==> src/rtl/smrx_pkg.sv <==
package smrx_pkg;

  // Control register layout, LSB first: port_en is bit 0.
  typedef struct packed {
    logic int_en;
    logic nine;
    logic cont;
    logic single;
    logic master;
    logic sync;
    logic port_en;
  } ctl_t;

  localparam int unsigned CTL_W = $bits(ctl_t);

  // System clocks per half shift-clock period.
  function automatic int unsigned half_len(int unsigned div);
    return 2 * (div + 1);
  endfunction

  // Number of bits per word.
  function automatic int unsigned word_len(logic nine, int unsigned data_w);
    return nine ? data_w + 1 : data_w;
  endfunction

  // Receive runs only in synchronous master mode with an enable set.
  function automatic logic rx_active(ctl_t c);
    return c.port_en & c.sync & c.master & (c.single | c.cont);
  endfunction

endpackage

==> src/rtl/smrx_clkgen.sv <==
module smrx_clkgen #(
  parameter int DIV_W = 8
) (
  input  logic             clk,
  input  logic             rst_n,
  input  logic             run_en,
  input  logic [DIV_W-1:0] div,
  output logic             sck,
  output logic             running,
  output logic             fall_evt
);
  import smrx_pkg::*;

  localparam int HALF_W = DIV_W + 2;

  logic [HALF_W-1:0] cnt;
  logic [HALF_W-1:0] last_cnt;
  logic              at_end;

  assign last_cnt = HALF_W'(half_len(32'(div)) - 1);
  assign at_end   = running && (cnt >= last_cnt);
  assign fall_evt = run_en && at_end && sck;

  always_ff @(posedge clk or negedge rst_n) begin
    if (!rst_n) begin
      running <= 1'b0;
      sck     <= 1'b0;
      cnt     <= '0;
    end else if (!run_en) begin
      running <= 1'b0;
      sck     <= 1'b0;
      cnt     <= '0;
    end else if (!running) begin
      running <= 1'b1;
      sck     <= 1'b0;
      cnt     <= '0;
    end else if (at_end) begin
      cnt <= '0;
      sck <= ~sck;
    end else begin
      cnt <= cnt + 1'b1;
    end
  end


  sck_idle_chk: assert property (@(posedge clk) disable iff (!rst_n)
    !run_en |=> !sck);


  sck_low_start_chk: assert property (@(posedge clk) disable iff (!rst_n)
    (running && !$past(running)) |-> !sck);


  fall_lowers_chk: assert property (@(posedge clk) disable iff (!rst_n)
    fall_evt |=> !sck);

endmodule

==> src/rtl/smrx_shifter.sv <==
module smrx_shifter #(
  parameter int DATA_W = 8
) (
  input  logic            clk,
  input  logic            rst_n,
  input  logic            run_en,
  input  logic            sample,
  input  logic            nine,
  input  logic            dt_in,
  output logic            word_done,
  output logic [DATA_W:0] word
);
  import smrx_pkg::*;

  localparam int W     = DATA_W + 1;
  localparam int CNT_W = $clog2(W);

  logic [W-1:0]     shreg;
  logic [CNT_W-1:0] idx;
  logic [CNT_W-1:0] last_idx;

  assign last_idx  = CNT_W'(word_len(nine, DATA_W) - 1);
  assign word_done = sample && (idx >= last_idx);

  // Bypass the bit being captured this cycle so the word is whole at done.
  for (genvar g = 0; g < DATA_W; g++) begin : g_bit
    assign word[g] = (sample && idx == CNT_W'(g)) ? dt_in : shreg[g];
  end
  assign word[DATA_W] = nine &&
    ((sample && idx == CNT_W'(DATA_W)) ? dt_in : shreg[DATA_W]);

  always_ff @(posedge clk or negedge rst_n) begin
    if (!rst_n) begin
      idx   <= '0;
      shreg <= '0;
    end else if (!run_en) begin
      idx <= '0;
    end else if (sample) begin
      for (int i = 0; i < W; i++) begin
        if (idx == CNT_W'(i)) shreg[i] <= dt_in;
      end
      idx <= word_done ? '0 : idx + 1'b1;
    end
  end


  idx_step_chk: assert property (@(posedge clk) disable iff (!rst_n)
    (sample && run_en) |=> (idx == '0 || idx == $past(idx) + 1'b1));


  idx_abort_chk: assert property (@(posedge clk) disable iff (!rst_n)
    !run_en |=> idx == '0);

endmodule

==> src/rtl/smrx_holding.sv <==
module smrx_holding #(
  parameter int DATA_W = 8
) (
  input  logic              clk,
  input  logic              rst_n,
  input  logic              word_done,
  input  logic [DATA_W:0]   word,
  input  logic              rd_stb,
  input  logic              ovr_clr,
  output logic [DATA_W-1:0] rx_data,
  output logic              rx_bit9,
  output logic              rx_flag,
  output logic              rx_ovr
);
  logic accept;
  logic reject;

  assign accept = word_done && (!rx_flag || rd_stb);
  assign reject = word_done && rx_flag && !rd_stb;

  always_ff @(posedge clk or negedge rst_n) begin
    if (!rst_n) begin
      rx_data <= '0;
      rx_bit9 <= 1'b0;
      rx_flag <= 1'b0;
      rx_ovr  <= 1'b0;
    end else begin
      if (accept) begin
        rx_data <= word[DATA_W-1:0];
        rx_bit9 <= word[DATA_W];
      end
      if (accept)      rx_flag <= 1'b1;
      else if (rd_stb) rx_flag <= 1'b0;
      if (ovr_clr)     rx_ovr <= 1'b0;
      else if (reject) rx_ovr <= 1'b1;
    end
  end


  flag_source_chk: assert property (@(posedge clk) disable iff (!rst_n)
    $rose(rx_flag) |-> $past(word_done));


  read_collide_chk: assert property (@(posedge clk) disable iff (!rst_n)
    (word_done && rd_stb) |=> rx_flag);


  ovr_needs_flag_chk: assert property (@(posedge clk) disable iff (!rst_n)
    $rose(rx_ovr) |-> $past(rx_flag));


  ovr_keeps_data_chk: assert property (@(posedge clk) disable iff (!rst_n)
    (word_done && rx_flag && !rd_stb) |=> $stable(rx_data));

endmodule

==> src/rtl/sync_master_rx.sv <==
module sync_master_rx #(
  parameter int DIV_W  = 8,
  parameter int DATA_W = 8
) (
  input  logic              clk,
  input  logic              rst_n,
  input  logic              ctl_wr,
  input  logic [7:0]        ctl_wdata,
  input  logic              div_wr,
  input  logic [DIV_W-1:0]  div_wdata,
  input  logic              rd_stb,
  input  logic              dt_in,
  output logic              sck,
  output logic [7:0]        ctl_rdata,
  output logic [DATA_W-1:0] rx_data,
  output logic              rx_bit9,
  output logic              rx_flag,
  output logic              rx_ovr,
  output logic              rx_irq
);
  import smrx_pkg::*;

  ctl_t             ctl_q;
  ctl_t             wr_ctl;
  logic [DIV_W-1:0] div_q;
  logic             run_en;
  logic             running;
  logic             fall_evt;
  logic             word_done;
  logic [DATA_W:0]  word;
  logic             ovr_clr;

  assign wr_ctl    = ctl_t'(ctl_wdata[CTL_W-1:0]);
  assign run_en    = rx_active(ctl_q);
  assign ovr_clr   = ctl_wr && !wr_ctl.cont;
  assign rx_irq    = rx_flag && ctl_q.int_en;
  assign ctl_rdata = {{(8 - CTL_W){1'b0}}, ctl_q};

  always_ff @(posedge clk or negedge rst_n) begin
    if (!rst_n) begin
      ctl_q <= '0;
      div_q <= '0;
    end else begin
      if (ctl_wr)         ctl_q <= wr_ctl;
      else if (word_done) ctl_q.single <= 1'b0;
      if (div_wr)         div_q <= div_wdata;
    end
  end

  smrx_clkgen #(.DIV_W(DIV_W)) i_clkgen (
    .clk      (clk),
    .rst_n    (rst_n),
    .run_en   (run_en),
    .div      (div_q),
    .sck      (sck),
    .running  (running),
    .fall_evt (fall_evt)
  );

  smrx_shifter #(.DATA_W(DATA_W)) i_shifter (
    .clk       (clk),
    .rst_n     (rst_n),
    .run_en    (run_en),
    .sample    (fall_evt),
    .nine      (ctl_q.nine),
    .dt_in     (dt_in),
    .word_done (word_done),
    .word      (word)
  );

  smrx_holding #(.DATA_W(DATA_W)) i_holding (
    .clk       (clk),
    .rst_n     (rst_n),
    .word_done (word_done),
    .word      (word),
    .rd_stb    (rd_stb),
    .ovr_clr   (ovr_clr),
    .rx_data   (rx_data),
    .rx_bit9   (rx_bit9),
    .rx_flag   (rx_flag),
    .rx_ovr    (rx_ovr)
  );


  single_clear_chk: assert property (@(posedge clk) disable iff (!rst_n)
    (word_done && !ctl_wr) |=> !ctl_q.single);


  run_gate_chk: assert property (@(posedge clk) disable iff (!rst_n)
    running |-> $past(run_en));


  irq_flag_chk: assert property (@(posedge clk) disable iff (!rst_n)
    rx_irq |-> rx_flag);

endmodule

==> config.mk <==
export PLATFORM = sky130hd
export DESIGN_NAME = sync_master_rx
export DESIGN_NICKNAME = d
export VERILOG_FILES = /design/src/rtl/smrx_pkg.sv /design/src/rtl/smrx_clkgen.sv /design/src/rtl/smrx_shifter.sv /design/src/rtl/smrx_holding.sv /design/src/rtl/sync_master_rx.sv
export SDC_FILE = /design/constraint.sdc
export NUM_CORES = 1
export LEC_CHECK = 0
export ABC_AREA = 1
export BUFFER_PORTS_ARGS = -buffer_cell sky130_fd_sc_hd__buf_4
export CORE_MARGIN = 10
export CORE_UTILIZATION = 35
export CTS_CLUSTER_DIAMETER = 60
export DETAILED_ROUTE_END_ITERATION = 7
export SYNTH_ARGS = -nofsm -noshare
export SYNTH_HDL_FRONTEND = slang
export SYNTH_SLANG_ARGS = --single-unit
==> constraint.sdc <==
create_clock -name clk -period 3.2 [get_ports clk]
set_input_delay 0.64 -clock clk [delete_from_list [all_inputs] [get_ports clk]]
set_output_delay 0.64 -clock clk [all_outputs]
set_load 0.02 [all_outputs]
==> out/results.tsv <==
metric	value	unit
synth.net_count	410	
yosys_warnings	0	
portBuffers	40	
worstPathCellList	ha_2 -> inv_2 -> nand2_1 -> nand2_1 -> nand2_1 -> nor2_2 -> nand3_1 -> nand3b_1 -> xnor2_1 -> ha_1 -> nand2_2 -> nor2_4 -> nand3_4 -> nand3_4 -> nand4_4 -> nor2_8 -> inv_4 -> nand2_1 -> nand2_1	
row_count	34	
slew-limit-headroom	49.9	%
fp.dieH	115	um
cts_made_buffers	5	
ios	43	
leakagePower	0.00200	uW
core	8720	um^2
tightestPinTransition	0.749	ns
ant_nets	0	
synthCells	369	
synth_edf_count	0	
die_area	13200	um^2
hold_class	in2async	
pwr_density_cell	363	nW/um^2
async_flop_share	100	%
dp_hpwl	4.74	mm
die_w	115	um
layout_common_cells	93 x nand2_1, 54 x inv_1, 51 x dfrtp_1, 45 x buf_4, 28 x nor2_1	
syn_area_per_cell	8.54	um^2
setup_viol_count_final	0	
finalCriticalPeriod	2.96	ns
hold_viol_final	0	
synthAdderAreaFrac	7.55	%
antenna_found_initial	0	
grt_pass1_wl	10.9	mm
synth-simple-area-share	31.3	%
drive_above_1_share	24.3	%
first_pass_iters	4	
syn_area	3150	um^2
grt_pass1_vias	2365	
max_stage_delay	0.42	ns
dp_slack	0.102	ns
track_usage	9.89	%
fillers	859	
clk_path_buf_depth	2	
tns	0	ns
wl_per_cell	12.0	um
synthXorXnorAreaFrac	4.33	%
drt_iter0_markers	48	
num_vias	2386	
peakVddDrop	242	uV
critPathBufInv	2	
cts_tree	yes	
gp_congestion	0.737	
muxShareOfSynthArea	0.715	%
htree_levels	2	
cap_violations	0	
yosysUniqueCellTypes	45	
status	complete, no violations	
synth_area_leaders	dfrtp_1 41%, nand2_1 11%, ha_1 7.5%	
yosysTopAreaCellShare	40.5	%
critPathKind	reg2reg	
reg2reg_slack	0.24	ns
drt-total-wl	6.29	mm
cp.required	3.41	ns
crit_arrival	3.17	ns
end_kind	flop	
grt.overflow.total	0	
synth-compound-area-share	6.27	%
period_share	92.4	%
startpoint_type	flop	
drc	0	
synth_top_family_by_area	simple AND/OR/NAND/NOR gates	
cts-root-buf	clkbuf_8	
vias_per_cell	4.55	
synth_ff_type	dfrtp_1	
clk_latency	0.32	ns
initial_core_util	36.1	%
synthToLayoutAreaGrowth	18.9	%
fin_worst_skew	0.0139	ns
cp_max_fo	9	
post-route-worst-setup-slack	0.243	ns
cts.sinks	51	
ys_seq_area_share	40.5	%
cp_slowest_cell	dfrtp_1	
synth_seq_cells	51	
grt_max_degree	52	
max_freq	0.338	GHz
slew_viol_final	0	
cp_common_cell	nand2_1	
crit_family	simple AND/OR/NAND/NOR gates	
nets	456	
clk_pin_slew	0.10	ns
rsz0062_at_grt	no	
layout_commonest_cell	nand2_1	
yosysTopAreaCell	dfrtp_1	
antenna_cells	0	
==> flip-flops by register name (all words and copies together) (netlist names) <==
signal,cells
i_holding.rx_ovr,1
i_clkgen.sck,1
div_q,8
i_clkgen.cnt,10
i_holding.rx_flag,1
i_holding.rx_data,8
i_clkgen.running,1
i_shifter.shreg,9
ctl_rdata,7
i_shifter.idx,4
i_holding.rx_bit9,1
==> area by class of cell <==
cell class,instances,area (um^2),share of cell area (%)
sequential,51,1280,34.1
clock inverter,2,38.8,1.04
clock buffer,6,82.6,2.20
timing repair buffer,46,349,9.32
multi-input combinational,250,1630,43.6
inverter,61,233,6.21
tap,108,135,3.61
==> layer usage <==
layer  up-vias  share of wire (%)  wire [um]  GRT usage, %
li1       1262                  -          -             -
met3         7                6.5        410          3.39
met5         -                  0          0             0
met1      1074                 49       3090          13.0
met4         0                1.8        116          4.04
met2        43                 43       2680          14.5
==> final timing paths <==
path,from,end,cells past startpoint
hold reg to reg,i_holding.rx_data[1]$_DFFE_PN0P_,i_holding.rx_data[1]$_DFFE_PN0P_,2
min in group clk,i_holding.rx_data[1]$_DFFE_PN0P_,i_holding.rx_data[1]$_DFFE_PN0P_,2
hold / removal,rst_n,div_q[7]$_DFFE_PN0P_,1
max in group asynchronous,rst_n,ctl_rdata[2]$_DFFE_PN0P_,1
setup reg to reg,div_q[1]$_DFFE_PN0P_,i_holding.rx_data[0]$_DFFE_PN0P_,19
setup / recovery,div_q[1]$_DFFE_PN0P_,i_holding.rx_data[0]$_DFFE_PN0P_,19
==> repair_timing <==
| item | 4_1_cts | 5_1_grt |
|---|---|---|
| gates resized for setup | 0 | 8 |
| endpoints found under the hold margin | 0 | 0 |
| hold buffers | 0 | 0 |
| buffers inserted | 0 | 4 |
| setup endpoints to repair | 0 | 15 |
==> metrics by stage <==
stage | area, um^2 | total power (uW) | hold slack [ns] | util [%] | instances
floorplan | 3150 | 810 | 0.344 | - | 369
detailed placement | 3540 | 878 | 0.467 | 40.6 | 511
finish | 3750 | 1360 | 0.346 | 43.0 | 524
global placement | 3540 | 872 | 0.461 | 40.6 | 511
CTS | 3660 | 1370 | 0.381 | 42.0 | 519
global route | 3750 | 1430 | 0.410 | 43.0 | 524
==> kinds of logic after synthesis <==
family | after synthesis
adders and majority gates | 19
muxes | 2
DFF | 51
AOI/OAI and AO/OA | 32
xor gates and xnor gates | 13
buffers and inverters | 69
and+or+nand+nor | 182
other | 1
==> synthesized netlist by cell type (all sizes together) (2+ instances only) <==
cell type	n
a21oi	8
buf	6
clkbuf	2
dfrtp	51
ha	19
inv	60
mux2	2
nand2	98
nand3	21
nand4	15
nor2	35
nor3	8
o21a	8
o21ai	12
o22ai	2
or2	2
xnor2	5
xor2	8
==> power breakdown <==
group | switching [uW] | internal, uW
Combinational | 113 | 78.8
Clock | 229 | 258
Sequential | 18.4 | 662
Note: power is estimated with default switching activity, not from simulation.
